## src/rtl/acc_pkg.sv

```systemverilog
package acc_pkg;
  localparam int unsigned INSTR_W = 12;
  localparam int unsigned CNT_W   = 4;

  typedef enum logic [2:0] {
    K_NONE,
    K_AND,
    K_ARITH,
    K_SHL,
    K_ROL,
    K_MOVE
  } kind_e;

  typedef struct packed {
    kind_e            kind;
    logic             pick_j;
    logic             pick_k;
    logic             neg;
    logic [2:0]       sub_op;
    logic [CNT_W-1:0] cnt;
  } dec_t;
endpackage

```

## src/rtl/acc_decode.sv

```systemverilog
module acc_decode
  import acc_pkg::*;
(
  input  logic [INSTR_W-1:0] instr_i,
  output dec_t               dec_o
);
  logic [1:0] sel;
  logic [5:0] lo;
  logic       in_grp;

  always_comb begin
    sel    = instr_i[7:6];
    lo     = instr_i[5:0];
    in_grp = (instr_i[11:8] == 4'b0010) && (sel != 2'b00);

    dec_o        = '0;
    dec_o.kind   = K_NONE;
    dec_o.pick_j = sel[0];
    dec_o.pick_k = sel[1];
    dec_o.neg    = lo[3];
    dec_o.sub_op = lo[2:0];
    dec_o.cnt    = lo[3:0];

    if (in_grp) begin
      if (lo == 6'o00) begin
        dec_o.kind = K_AND;
      end else if (lo[5:3] == 3'b000) begin
        if (lo[2:0] <= 3'd3) dec_o.kind = K_MOVE;
        else if (lo[2:0] == 3'd4 && sel == 2'b10) dec_o.kind = K_MOVE;
      end else if (lo[5:4] == 2'b01) begin
        // pair destination only accepts J+K and J-K
        if (lo[2:0] <= 3'd5 && (sel != 2'b11 || lo[2:0] <= 3'd1))
          dec_o.kind = K_ARITH;
      end else if (lo[5:4] == 2'b10) begin
        dec_o.kind = K_SHL;
      end else if (lo[5:4] == 2'b11) begin
        dec_o.kind = K_ROL;
      end
    end
  end
endmodule

```

## src/rtl/acc_addsub.sv

```systemverilog
module acc_addsub #(
  parameter int unsigned W = 12
) (
  input  logic [W-1:0] j_i,
  input  logic [W-1:0] k_i,
  input  logic [W-1:0] r_i,
  input  logic [W-1:0] s_i,
  input  logic         use_k_i,
  input  logic [2:0]   code_i,
  input  logic         neg_i,
  output logic [W-1:0] res_o,
  output logic         ovf_o
);
  localparam int unsigned XW = W + 2;

  logic [W-1:0]  d, x, y;
  logic [XW-1:0] xe, ye, sum, fin;

  always_comb begin
    d = use_k_i ? k_i : j_i;
    case (code_i[2:1])
      2'b00:   begin x = j_i; y = k_i; end
      2'b01:   begin x = r_i; y = d;   end
      default: begin x = s_i; y = d;   end
    endcase
    xe  = {{2{x[W-1]}}, x};
    ye  = {{2{y[W-1]}}, y};
    sum = code_i[0] ? (xe - ye) : (xe + ye);
    fin = neg_i ? (~sum + XW'(1)) : sum;
    res_o = fin[W-1:0];
    // exact result fits only if the two guard bits match the sign bit
    ovf_o = (fin[XW-1] != fin[W-1]) || (fin[W] != fin[W-1]);
  end
endmodule

```

## src/rtl/acc_shifter.sv

```systemverilog
module acc_shifter #(
  parameter int unsigned W     = 12,
  parameter int unsigned CNT_W = 4
) (
  input  logic [W-1:0]     j_i,
  input  logic [W-1:0]     k_i,
  input  logic [CNT_W-1:0] cnt_i,
  input  logic             rot_i,
  output logic [W-1:0]     j_one_o,
  output logic [W-1:0]     k_one_o,
  output logic [W-1:0]     pair_hi_o,
  output logic [W-1:0]     pair_lo_o
);
  localparam int unsigned STEPS = (1 << CNT_W) - 1;
  localparam int unsigned PW    = 2 * W;

  logic [W-1:0]  a, b;
  logic [PW-1:0] p;

  always_comb begin
    a = j_i;
    b = k_i;
    p = {j_i, k_i};
    for (int i = 0; i < STEPS; i++) begin
      if (i < int'(cnt_i)) begin
        a = {a[W-2:0],  rot_i & a[W-1]};
        b = {b[W-2:0],  rot_i & b[W-1]};
        p = {p[PW-2:0], rot_i & p[PW-1]};
      end
    end
    j_one_o   = a;
    k_one_o   = b;
    pair_hi_o = p[PW-1:W];
    pair_lo_o = p[W-1:0];
  end
endmodule

```

## src/rtl/acc_move.sv

```systemverilog
module acc_move #(
  parameter int unsigned W = 12
) (
  input  logic [W-1:0] j_i,
  input  logic [W-1:0] k_i,
  input  logic [W-1:0] r_i,
  input  logic [W-1:0] s_i,
  input  logic [2:0]   op_i,
  input  logic         pick_j_i,
  input  logic         pick_k_i,
  output logic [W-1:0] j_o,
  output logic [W-1:0] k_o,
  output logic [W-1:0] r_o,
  output logic [W-1:0] s_o
);
  always_comb begin
    j_o = j_i;
    k_o = k_i;
    r_o = r_i;
    s_o = s_i;
    case (op_i)
      3'd1: begin
        if (pick_j_i) r_o = j_i;
        if (pick_k_i) s_o = k_i;
      end
      3'd2: begin
        if (pick_j_i) j_o = r_i;
        if (pick_k_i) k_o = s_i;
      end
      3'd3: begin
        if (pick_j_i) begin j_o = r_i; r_o = j_i; end
        if (pick_k_i) begin k_o = s_i; s_o = k_i; end
      end
      3'd4:    k_o = j_i;
      default: ;
    endcase
  end
endmodule

```

## src/rtl/acc_op_unit.sv

```systemverilog
module acc_op_unit
  import acc_pkg::*;
#(
  parameter int unsigned DATA_W = 12
) (
  input  logic              clk_i,
  input  logic              rst_ni,
  input  logic              exec_i,
  input  logic [11:0]       instr_i,
  input  logic [1:0]        load_en_i,
  input  logic [DATA_W-1:0] load_data_i,
  output logic              done_o,
  output logic [DATA_W-1:0] j_o,
  output logic [DATA_W-1:0] k_o,
  output logic [DATA_W-1:0] r_o,
  output logic [DATA_W-1:0] s_o,
  output logic              ovf_o
);
  dec_t dec;

  logic [DATA_W-1:0] j_q, k_q, r_q, s_q;
  logic              ovf_q, done_q;
  logic [DATA_W-1:0] j_d, k_d, r_d, s_d;
  logic              ovf_d;

  logic [DATA_W-1:0] ar_res;
  logic              ar_ovf;
  logic [DATA_W-1:0] sh_j, sh_k, sh_hi, sh_lo;
  logic [DATA_W-1:0] mv_j, mv_k, mv_r, mv_s;

  acc_decode u_dec (
    .instr_i (instr_i),
    .dec_o   (dec)
  );

  acc_addsub #(.W(DATA_W)) u_addsub (
    .j_i     (j_q),
    .k_i     (k_q),
    .r_i     (r_q),
    .s_i     (s_q),
    .use_k_i (dec.pick_k & ~dec.pick_j),
    .code_i  (dec.sub_op),
    .neg_i   (dec.neg),
    .res_o   (ar_res),
    .ovf_o   (ar_ovf)
  );

  acc_shifter #(.W(DATA_W), .CNT_W(CNT_W)) u_shift (
    .j_i       (j_q),
    .k_i       (k_q),
    .cnt_i     (dec.cnt),
    .rot_i     (dec.kind == K_ROL),
    .j_one_o   (sh_j),
    .k_one_o   (sh_k),
    .pair_hi_o (sh_hi),
    .pair_lo_o (sh_lo)
  );

  acc_move #(.W(DATA_W)) u_move (
    .j_i      (j_q),
    .k_i      (k_q),
    .r_i      (r_q),
    .s_i      (s_q),
    .op_i     (dec.sub_op),
    .pick_j_i (dec.pick_j),
    .pick_k_i (dec.pick_k),
    .j_o      (mv_j),
    .k_o      (mv_k),
    .r_o      (mv_r),
    .s_o      (mv_s)
  );

  always_comb begin
    j_d   = j_q;
    k_d   = k_q;
    r_d   = r_q;
    s_d   = s_q;
    ovf_d = ovf_q;
    if (exec_i) begin
      case (dec.kind)
        K_AND: begin
          if (dec.pick_j) j_d = j_q & k_q;
          if (dec.pick_k) k_d = j_q & k_q;
        end
        K_ARITH: begin
          if (dec.pick_j) j_d = ar_res;
          if (dec.pick_k) k_d = ar_res;
          ovf_d = ar_ovf;
        end
        K_SHL, K_ROL: begin
          if (dec.pick_j && dec.pick_k) begin
            j_d = sh_hi;
            k_d = sh_lo;
          end else if (dec.pick_j) begin
            j_d = sh_j;
          end else begin
            k_d = sh_k;
          end
        end
        K_MOVE: begin
          j_d = mv_j;
          k_d = mv_k;
          r_d = mv_r;
          s_d = mv_s;
        end
        default: ;
      endcase
    end else begin
      if (load_en_i[0]) j_d = load_data_i;
      if (load_en_i[1]) k_d = load_data_i;
    end
  end

  always_ff @(posedge clk_i or negedge rst_ni) begin
    if (!rst_ni) begin
      j_q    <= '0;
      k_q    <= '0;
      r_q    <= '0;
      s_q    <= '0;
      ovf_q  <= 1'b0;
      done_q <= 1'b0;
    end else begin
      j_q    <= j_d;
      k_q    <= k_d;
      r_q    <= r_d;
      s_q    <= s_d;
      ovf_q  <= ovf_d;
      done_q <= exec_i;
    end
  end

  assign j_o    = j_q;
  assign k_o    = k_q;
  assign r_o    = r_q;
  assign s_o    = s_q;
  assign ovf_o  = ovf_q;
  assign done_o = done_q;
endmodule

```

## config.mk

```make
export PLATFORM = sky130hd
export DESIGN_NAME = acc_op_unit
export DESIGN_NICKNAME = d
export VERILOG_FILES = /design/src/rtl/acc_pkg.sv /design/src/rtl/acc_decode.sv /design/src/rtl/acc_addsub.sv /design/src/rtl/acc_shifter.sv /design/src/rtl/acc_move.sv /design/src/rtl/acc_op_unit.sv
export SDC_FILE = /design/constraint.sdc
export NUM_CORES = 1
export LEC_CHECK = 0
export ABC_CLOCK_PERIOD_IN_PS = 12600
export BUFFER_PORTS_ARGS = -buffer_cell sky130_fd_sc_hd__buf_2
export CORE_AREA = 5 5 116 173
export DETAILED_ROUTE_END_ITERATION = 6
export DIE_AREA = 0 0 121 178
export PLACE_DENSITY = 0.81
export SLEW_MARGIN = 10
export SYNTH_ARGS = -nofsm -noshare
export SYNTH_HDL_FRONTEND = slang
export SYNTH_SLANG_ARGS = --single-unit
```

## constraint.sdc

```tcl
create_clock -name clk_i -period 12.6 [get_ports clk_i]
set_input_delay 3.78 -clock clk_i [delete_from_list [all_inputs] [get_ports clk_i]]
set_output_delay 3.78 -clock clk_i [all_outputs]
set_load 0.02 [all_outputs]
```

==> results of run 1 <==
per-stage QoR:
stage          instance area (µm²)  setup WS [ps]  utilization, %  hold slack (ps)
4_1_cts                      11550           3547           62.79            544.7
3_5_place_dp                 11400           3307           61.96            527.9
2_1_floorplan                11020           4041               -            618.5
3_3_place_gp                 11400           3552           61.96            525.0
cells in the mapped netlist, types with 30 or more instances:
master                     number
sky130_fd_sc_hd__a211oi_1      45
sky130_fd_sc_hd__a21oi_1      127
sky130_fd_sc_hd__a31oi_1       30
sky130_fd_sc_hd__buf_2         46
sky130_fd_sc_hd__clkbuf_1      81
sky130_fd_sc_hd__dfrtp_1       50
sky130_fd_sc_hd__mux2_2        31
sky130_fd_sc_hd__mux2i_1       38
sky130_fd_sc_hd__nand2_1      186
sky130_fd_sc_hd__nand3_1       37
sky130_fd_sc_hd__nor2_1       166
sky130_fd_sc_hd__nor3_1        49
sky130_fd_sc_hd__o211ai_1      30
sky130_fd_sc_hd__o21ai_0      142
sky130_fd_sc_hd__o22ai_1       30
layer usage:
layer  global-route usage, %  overflow
met3                   45.65         1
met5                   4.808         0
met4                   66.21        25
met1                   68.36         0
met2                   86.89        31
kinds of logic after synthesis:
logic type               share of synthesized area, %
AO/OA/AOI/OAI                                   44.15
AND/OR/NAND/NOR                                 26.53
buffers and inverters                           7.276
multiplexers                                    6.617
flip-flops                                      11.35
XOR/XNOR                                        2.304
adder cells (fa/ha/maj)                         1.771
==> metrics.txt, run 1 <==
# TYPE chip_impl_metric gauge
chip_impl_info{name="status",value="did not finish"} 1
chip_impl_info{name="lastStage",value="global routing"} 1
chip_impl_info{name="firstError",value="[ERROR GRT-0116] Global routing finished with congestion. Check the congestion regions in the DRC Viewer."} 1
chip_impl_metric{name="synth-edff-count",unit=""} 0
chip_impl_metric{name="post_cts_setup_repair_bufs",unit=""} 0
chip_impl_metric{name="grt_pass1_wl",unit="µm"} 109100
chip_impl_metric{name="initial_utilization",unit="%"} 59.93
chip_impl_metric{name="postSynthAreaPerCell",unit="µm²"} 6.742
chip_impl_metric{name="synthesis.area",unit="µm²"} 11020
chip_impl_metric{name="ctsResizeCount",unit=""} 0
chip_impl_metric{name="synth.distinct_cells",unit=""} 108
chip_impl_metric{name="top_level_ports",unit=""} 79
chip_impl_metric{name="place.detailed.instances",unit=""} 1858
chip_impl_metric{name="yosys_register_bits",unit=""} 50
chip_impl_metric{name="cts_hold_buffers",unit=""} 0
chip_impl_metric{name="postSynthCellCount",unit=""} 1635
chip_impl_metric{name="ys.warnings.count",unit=""} 0
chip_impl_metric{name="globalRouteTotalUtil",unit="%"} 66.86
chip_impl_metric{name="globalRouteOverflowTotal",unit=""} 57
chip_impl_metric{name="cts-htree-levels",unit=""} 2
chip_impl_metric{name="clock-sinks",unit=""} 50
chip_impl_metric{name="floorplan.rows",unit=""} 61
chip_impl_info{name="cts_root_buf",value="sky130_fd_sc_hd__clkbuf_16"} 1
chip_impl_metric{name="syn_nets",unit=""} 1679
chip_impl_metric{name="part_of_the_yosys_area_used_for_sequential_elements",unit="%"} 11.35
chip_impl_metric{name="die_h",unit="µm"} 178
chip_impl_metric{name="port_buffers",unit=""} 78
chip_impl_metric{name="gp_congestion",unit=""} 1.289
chip_impl_info{name="yosysTopAreaCell",value="sky130_fd_sc_hd__dfrtp_1"} 1
chip_impl_metric{name="dpl.hpwl",unit="µm"} 47630
chip_impl_metric{name="clock_path_buffers",unit=""} 2
chip_impl_metric{name="synth-async-reset-ratio",unit="%"} 100.0
chip_impl_metric{name="first_global_vias",unit=""} 16417
chip_impl_metric{name="die_width",unit="µm"} 121
chip_impl_info{name="synth_flop_cell",value="sky130_fd_sc_hd__dfrtp_1"} 1
chip_impl_info{name="post_synth_main_area_contributors",value="sky130_fd_sc_hd__dfrtp_1 (11%), sky130_fd_sc_hd__o21ai_0 (6.4%), sky130_fd_sc_hd__nand2_1 (6.3%)"} 1
chip_impl_metric{name="synthDominantCellAreaShare",unit="%"} 11.35
chip_impl_metric{name="maximum_number_of_pins_on_one_net_before_global_route_repair",unit=""} 85
chip_impl_metric{name="number_of_clock_buffers_inserted_by_tritoncts",unit=""} 5
==> run 2: changes to the inputs <==
Settings changed: CORE_AREA 5 5 116 173 to 5 5 173 175, DIE_AREA 0 0 121 178 to 0 0 178 180, PLACE_DENSITY 0.81 to not set, PLACE_DENSITY_LB_ADDON set to 0.15.
==> metrics.txt, run 2 <==
# TYPE chip_impl_metric gauge
chip_impl_metric{name="syn_nets",unit=""} 1679
chip_impl_metric{name="post-route-period-util",unit="%"} 72.51
chip_impl_info{name="yosys-top-cells-count",value="sky130_fd_sc_hd__nand2_1 (186), sky130_fd_sc_hd__nor2_1 (166), sky130_fd_sc_hd__o21ai_0 (142)"} 1
chip_impl_metric{name="finalCriticalPeriod",unit="ps"} 9136
chip_impl_metric{name="synth.distinct_cells",unit=""} 108
chip_impl_metric{name="initial_utilization",unit="%"} 38.93
chip_impl_metric{name="yosys_register_bits",unit=""} 50
chip_impl_metric{name="overall_routed_net_length",unit="µm"} 74800
chip_impl_metric{name="first_global_vias",unit=""} 14319
chip_impl_info{name="synth_flop_cell",value="sky130_fd_sc_hd__dfrtp_1"} 1
chip_impl_metric{name="globalRouteTotalUtil",unit="%"} 44.47
chip_impl_info{name="launching_element_type_of_the_critical_path",value="input pin"} 1
chip_impl_info{name="rsz0062_at_grt",value="false"} 1
chip_impl_metric{name="dpl.hpwl",unit="µm"} 53610
chip_impl_info{name="status",value="complete, no violations"} 1
chip_impl_metric{name="synth-edff-count",unit=""} 0
chip_impl_metric{name="finalSetupViolCount",unit=""} 0
chip_impl_metric{name="clk_pin_slew",unit="ps"} 80
chip_impl_metric{name="part_of_the_yosys_area_used_for_sequential_elements",unit="%"} 11.35
chip_impl_info{name="yosysTopAreaCell",value="sky130_fd_sc_hd__dfrtp_1"} 1
chip_impl_metric{name="die_h",unit="µm"} 180
chip_impl_info{name="tritoncts",value="built"} 1
chip_impl_metric{name="post_cts_setup_repair_bufs",unit=""} 0
chip_impl_metric{name="relSlewSlack",unit="%"} 7.551
chip_impl_metric{name="detail-route-antenna-nets",unit=""} 0
chip_impl_metric{name="cp_data_required_time",unit="ps"} 12810
chip_impl_metric{name="synth_fa_ha_area_share",unit="%"} 1.771
chip_impl_metric{name="synthesis.area",unit="µm²"} 11020
chip_impl_metric{name="number_of_clock_buffers_inserted_by_tritoncts",unit=""} 5
chip_impl_metric{name="maximum_number_of_pins_on_one_net_before_global_route_repair",unit=""} 61
chip_impl_metric{name="die_width",unit="µm"} 178
chip_impl_metric{name="port_buffers",unit=""} 78
chip_impl_metric{name="grt_pass1_wl",unit="µm"} 105600
chip_impl_metric{name="layout-area-overhead-vs-synth",unit="%"} 7.503
chip_impl_metric{name="synth-async-reset-ratio",unit="%"} 100.0
chip_impl_metric{name="clock-sinks",unit=""} 50
chip_impl_metric{name="critical_path.max_fanout",unit=""} 60
chip_impl_metric{name="worstMarginPinSlew",unit="ps"} 1352
chip_impl_metric{name="synth_compound_area_share",unit="%"} 44.15
chip_impl_metric{name="initialDrtViolationCount",unit=""} 3319
chip_impl_info{name="path_class",value="in2reg"} 1
chip_impl_metric{name="top_level_ports",unit=""} 79
chip_impl_metric{name="cts-htree-levels",unit=""} 2
chip_impl_metric{name="postSynthAreaPerCell",unit="µm²"} 6.742
chip_impl_metric{name="synthDominantCellAreaShare",unit="%"} 11.35
chip_impl_metric{name="finish.net_count",unit=""} 1674
chip_impl_metric{name="floorplan.rows",unit=""} 62
chip_impl_metric{name="number_of_antenna_violations_at_the_first_check_in_global_routing",unit=""} 2
chip_impl_metric{name="ys.warnings.count",unit=""} 0
chip_impl_info{name="post_synth_main_area_contributors",value="sky130_fd_sc_hd__dfrtp_1 (11%), sky130_fd_sc_hd__o21ai_0 (6.4%), sky130_fd_sc_hd__nand2_1 (6.3%)"} 1
chip_impl_metric{name="dr_total_vias",unit=""} 15655
chip_impl_metric{name="synth_simple_gate_area_share",unit="%"} 26.53
chip_impl_metric{name="setup-tns-final",unit="ps"} 0
chip_impl_info{name="end_kind",value="flip-flop"} 1
chip_impl_metric{name="cts_hold_buffers",unit=""} 0
chip_impl_info{name="layout.cells.most_common_list",value="sky130_fd_sc_hd__nand2_1 (186), sky130_fd_sc_hd__nor2_1 (164), sky130_fd_sc_hd__o21ai_0 (141), sky130_fd_sc_hd__a21oi_1 (127), sky130_fd_sc_hd__buf_2 (74)"} 1
chip_impl_metric{name="ctsResizeCount",unit=""} 0
chip_impl_metric{name="drt_pre_antenna_iters",unit=""} 7
chip_impl_metric{name="max-vdd-ir-drop",unit="µV"} 60.46
chip_impl_info{name="most_common_cell_after_layout_fill_and_taps_aside",value="sky130_fd_sc_hd__nand2_1"} 1
chip_impl_metric{name="clock_path_buffers",unit=""} 2
chip_impl_metric{name="final_core_utilization",unit="%"} 41.85
chip_impl_metric{name="postSynthCellCount",unit=""} 1635
chip_impl_metric{name="timing_max_transition_violations_final",unit=""} 0
chip_impl_metric{name="insertion_delay_to_the_later_sink_of_the_worst_skew_pair",unit="ps"} 310
chip_impl_metric{name="route.detailed.wl_per_inst",unit="µm"} 37.10
chip_impl_metric{name="globalRouteOverflowTotal",unit=""} 0
chip_impl_metric{name="post_drt_via_cell_ratio",unit=""} 7.765
chip_impl_info{name="synth_top_family_by_area",value="compound AO/OA/AOI/OAI gates"} 1
chip_impl_metric{name="worst-endpoint-arrival",unit="ps"} 9350
chip_impl_metric{name="maxCapViolations",unit=""} 0
chip_impl_info{name="hp-class",value="reg2reg"} 1
chip_impl_metric{name="filler_instances",unit=""} 3050
chip_impl_metric{name="power.static_leakage",unit="µW"} 0.004462
chip_impl_metric{name="synthXorXnorAreaFrac",unit="%"} 2.304
chip_impl_metric{name="die_area",unit="µm²"} 32040
chip_impl_metric{name="drcViolationCount",unit=""} 0
chip_impl_metric{name="timing.final.hold_violations",unit=""} 0
chip_impl_metric{name="achievable-frequency",unit="MHz"} 109.5
chip_impl_metric{name="gp_congestion",unit=""} 1.099
chip_impl_metric{name="core-area",unit="µm²"} 28310
chip_impl_info{name="cts_root_buf",value="sky130_fd_sc_hd__clkbuf_16"} 1
chip_impl_metric{name="fin_skew",unit="ps"} 11.43
chip_impl_metric{name="synth.area.mux_share",unit="%"} 6.617
chip_impl_info{name="synth.most_common_cell",value="sky130_fd_sc_hd__nand2_1"} 1
chip_impl_metric{name="pwr_density_cell",unit="nW/µm²"} 102.4
chip_impl_metric{name="ratio_of_cells_with_drive_above_1_in_the_final_layout",unit="%"} 14.71
==> run 2: power breakdown <==
group	internal, µW	total, µW	leakage [µW]	switching (µW)
clock	76.5	150	0.0000763	73.3
sequential	175	228	0.000644	53.6
combinational	243	835	0.00374	592
total	494	1210	0.00446	719
==> run 2: per-layer routing <==
metal / GRT usage, % / up-vias / wire, µm
li1: - / 6333 / -
met1: 61.47 / 7435 / 29300
met2: 58.59 / 1533 / 28120
met3: 19.12 / 352 / 12150
met4: 21.07 / 2 / 5214
met5: 0 / - / 13
==> run 2: worst paths after layout <==
kind | start | endpoint | slack (ps) | cells past startpoint
worst min-delay path | s_o[3] | s_o[3] | 560 | 2
worst max-delay path | instr_i[1] | j_o[9] | 3460 | 19
min in group asynchronous | rst_ni | s_o[4] | 3600 | 2
worst min register to register | s_o[3] | s_o[3] | 560 | 2
worst max register to register | k_o[0] | j_o[9] | 7230 | 17
max in group asynchronous | rst_ni | s_o[9] | 8530 | 2
==> run 2: layout make-up <==
type                    instances  area (µm²)  area share [%]
multi-input cells            1406        8980           75.78
inverters                      23       86.33          0.7285
clock buffers                   5       125.1           1.056
diodes                          1       2.502         0.02112
clock inverters                 3       28.78          0.2428
flip-flops and latches         50        1251           10.56
well taps                     384       480.5           4.054
repair buffers                144       895.9           7.560
==> run 2: critical path, cell delays in order <==
cell and delay, ps:
sky130_fd_sc_hd__buf_4 320, sky130_fd_sc_hd__nor2_1 810, sky130_fd_sc_hd__nor2_1 110, sky130_fd_sc_hd__buf_4 250, sky130_fd_sc_hd__mux2i_1 320, sky130_fd_sc_hd__ha_1 270, sky130_fd_sc_hd__a21boi_0 520, sky130_fd_sc_hd__a21oi_1 170
sky130_fd_sc_hd__xor2_1 210, sky130_fd_sc_hd__ha_1 240, sky130_fd_sc_hd__or4_1 520, sky130_fd_sc_hd__o21ai_0 80, sky130_fd_sc_hd__o21ba_2 220, sky130_fd_sc_hd__xor2_1 180, sky130_fd_sc_hd__or4_1 590, sky130_fd_sc_hd__a211o_1 320
sky130_fd_sc_hd__nand4_1 140, sky130_fd_sc_hd__o221ai_1 140, sky130_fd_sc_hd__o221ai_1 130
==> run 2: cell families (layout without fill, tap and decap cells) <==
family                   Yosys count  count (layout)
XOR/XNOR                          29              29
multiplexers                      69              69
AND/OR/NAND/NOR                  600             600
other                              0               1
buffers and inverters            179             175
flip-flops                        50              50
AO/OA/AOI/OAI                    693             693
adder cells (fa/ha/maj)           15              15
==> run 2: through the flow <==
| stage | total power, µW | std cells | hold slack (ps) | instance area (µm²) | setup WS, ps |
|---|---|---|---|---|---|
| 6_report | 1213 | 2016 | 564.4 | 11850 | 3464 |
| 5_1_grt | 1240 | 2015 | 602.5 | 11850 | 3082 |
| 4_1_cts | 1155 | 2015 | 567.4 | 11850 | 3616 |
| 3_5_place_dp | 1002 | 2007 | 544.4 | 11690 | 3341 |
| 3_3_place_gp | 1006 | 2007 | 529.5 | 11690 | 3511 |
| 2_1_floorplan | 690.9 | 1635 | 618.5 | 11020 | 4041 |
Note: power is estimated with default switching activity, not from simulation.
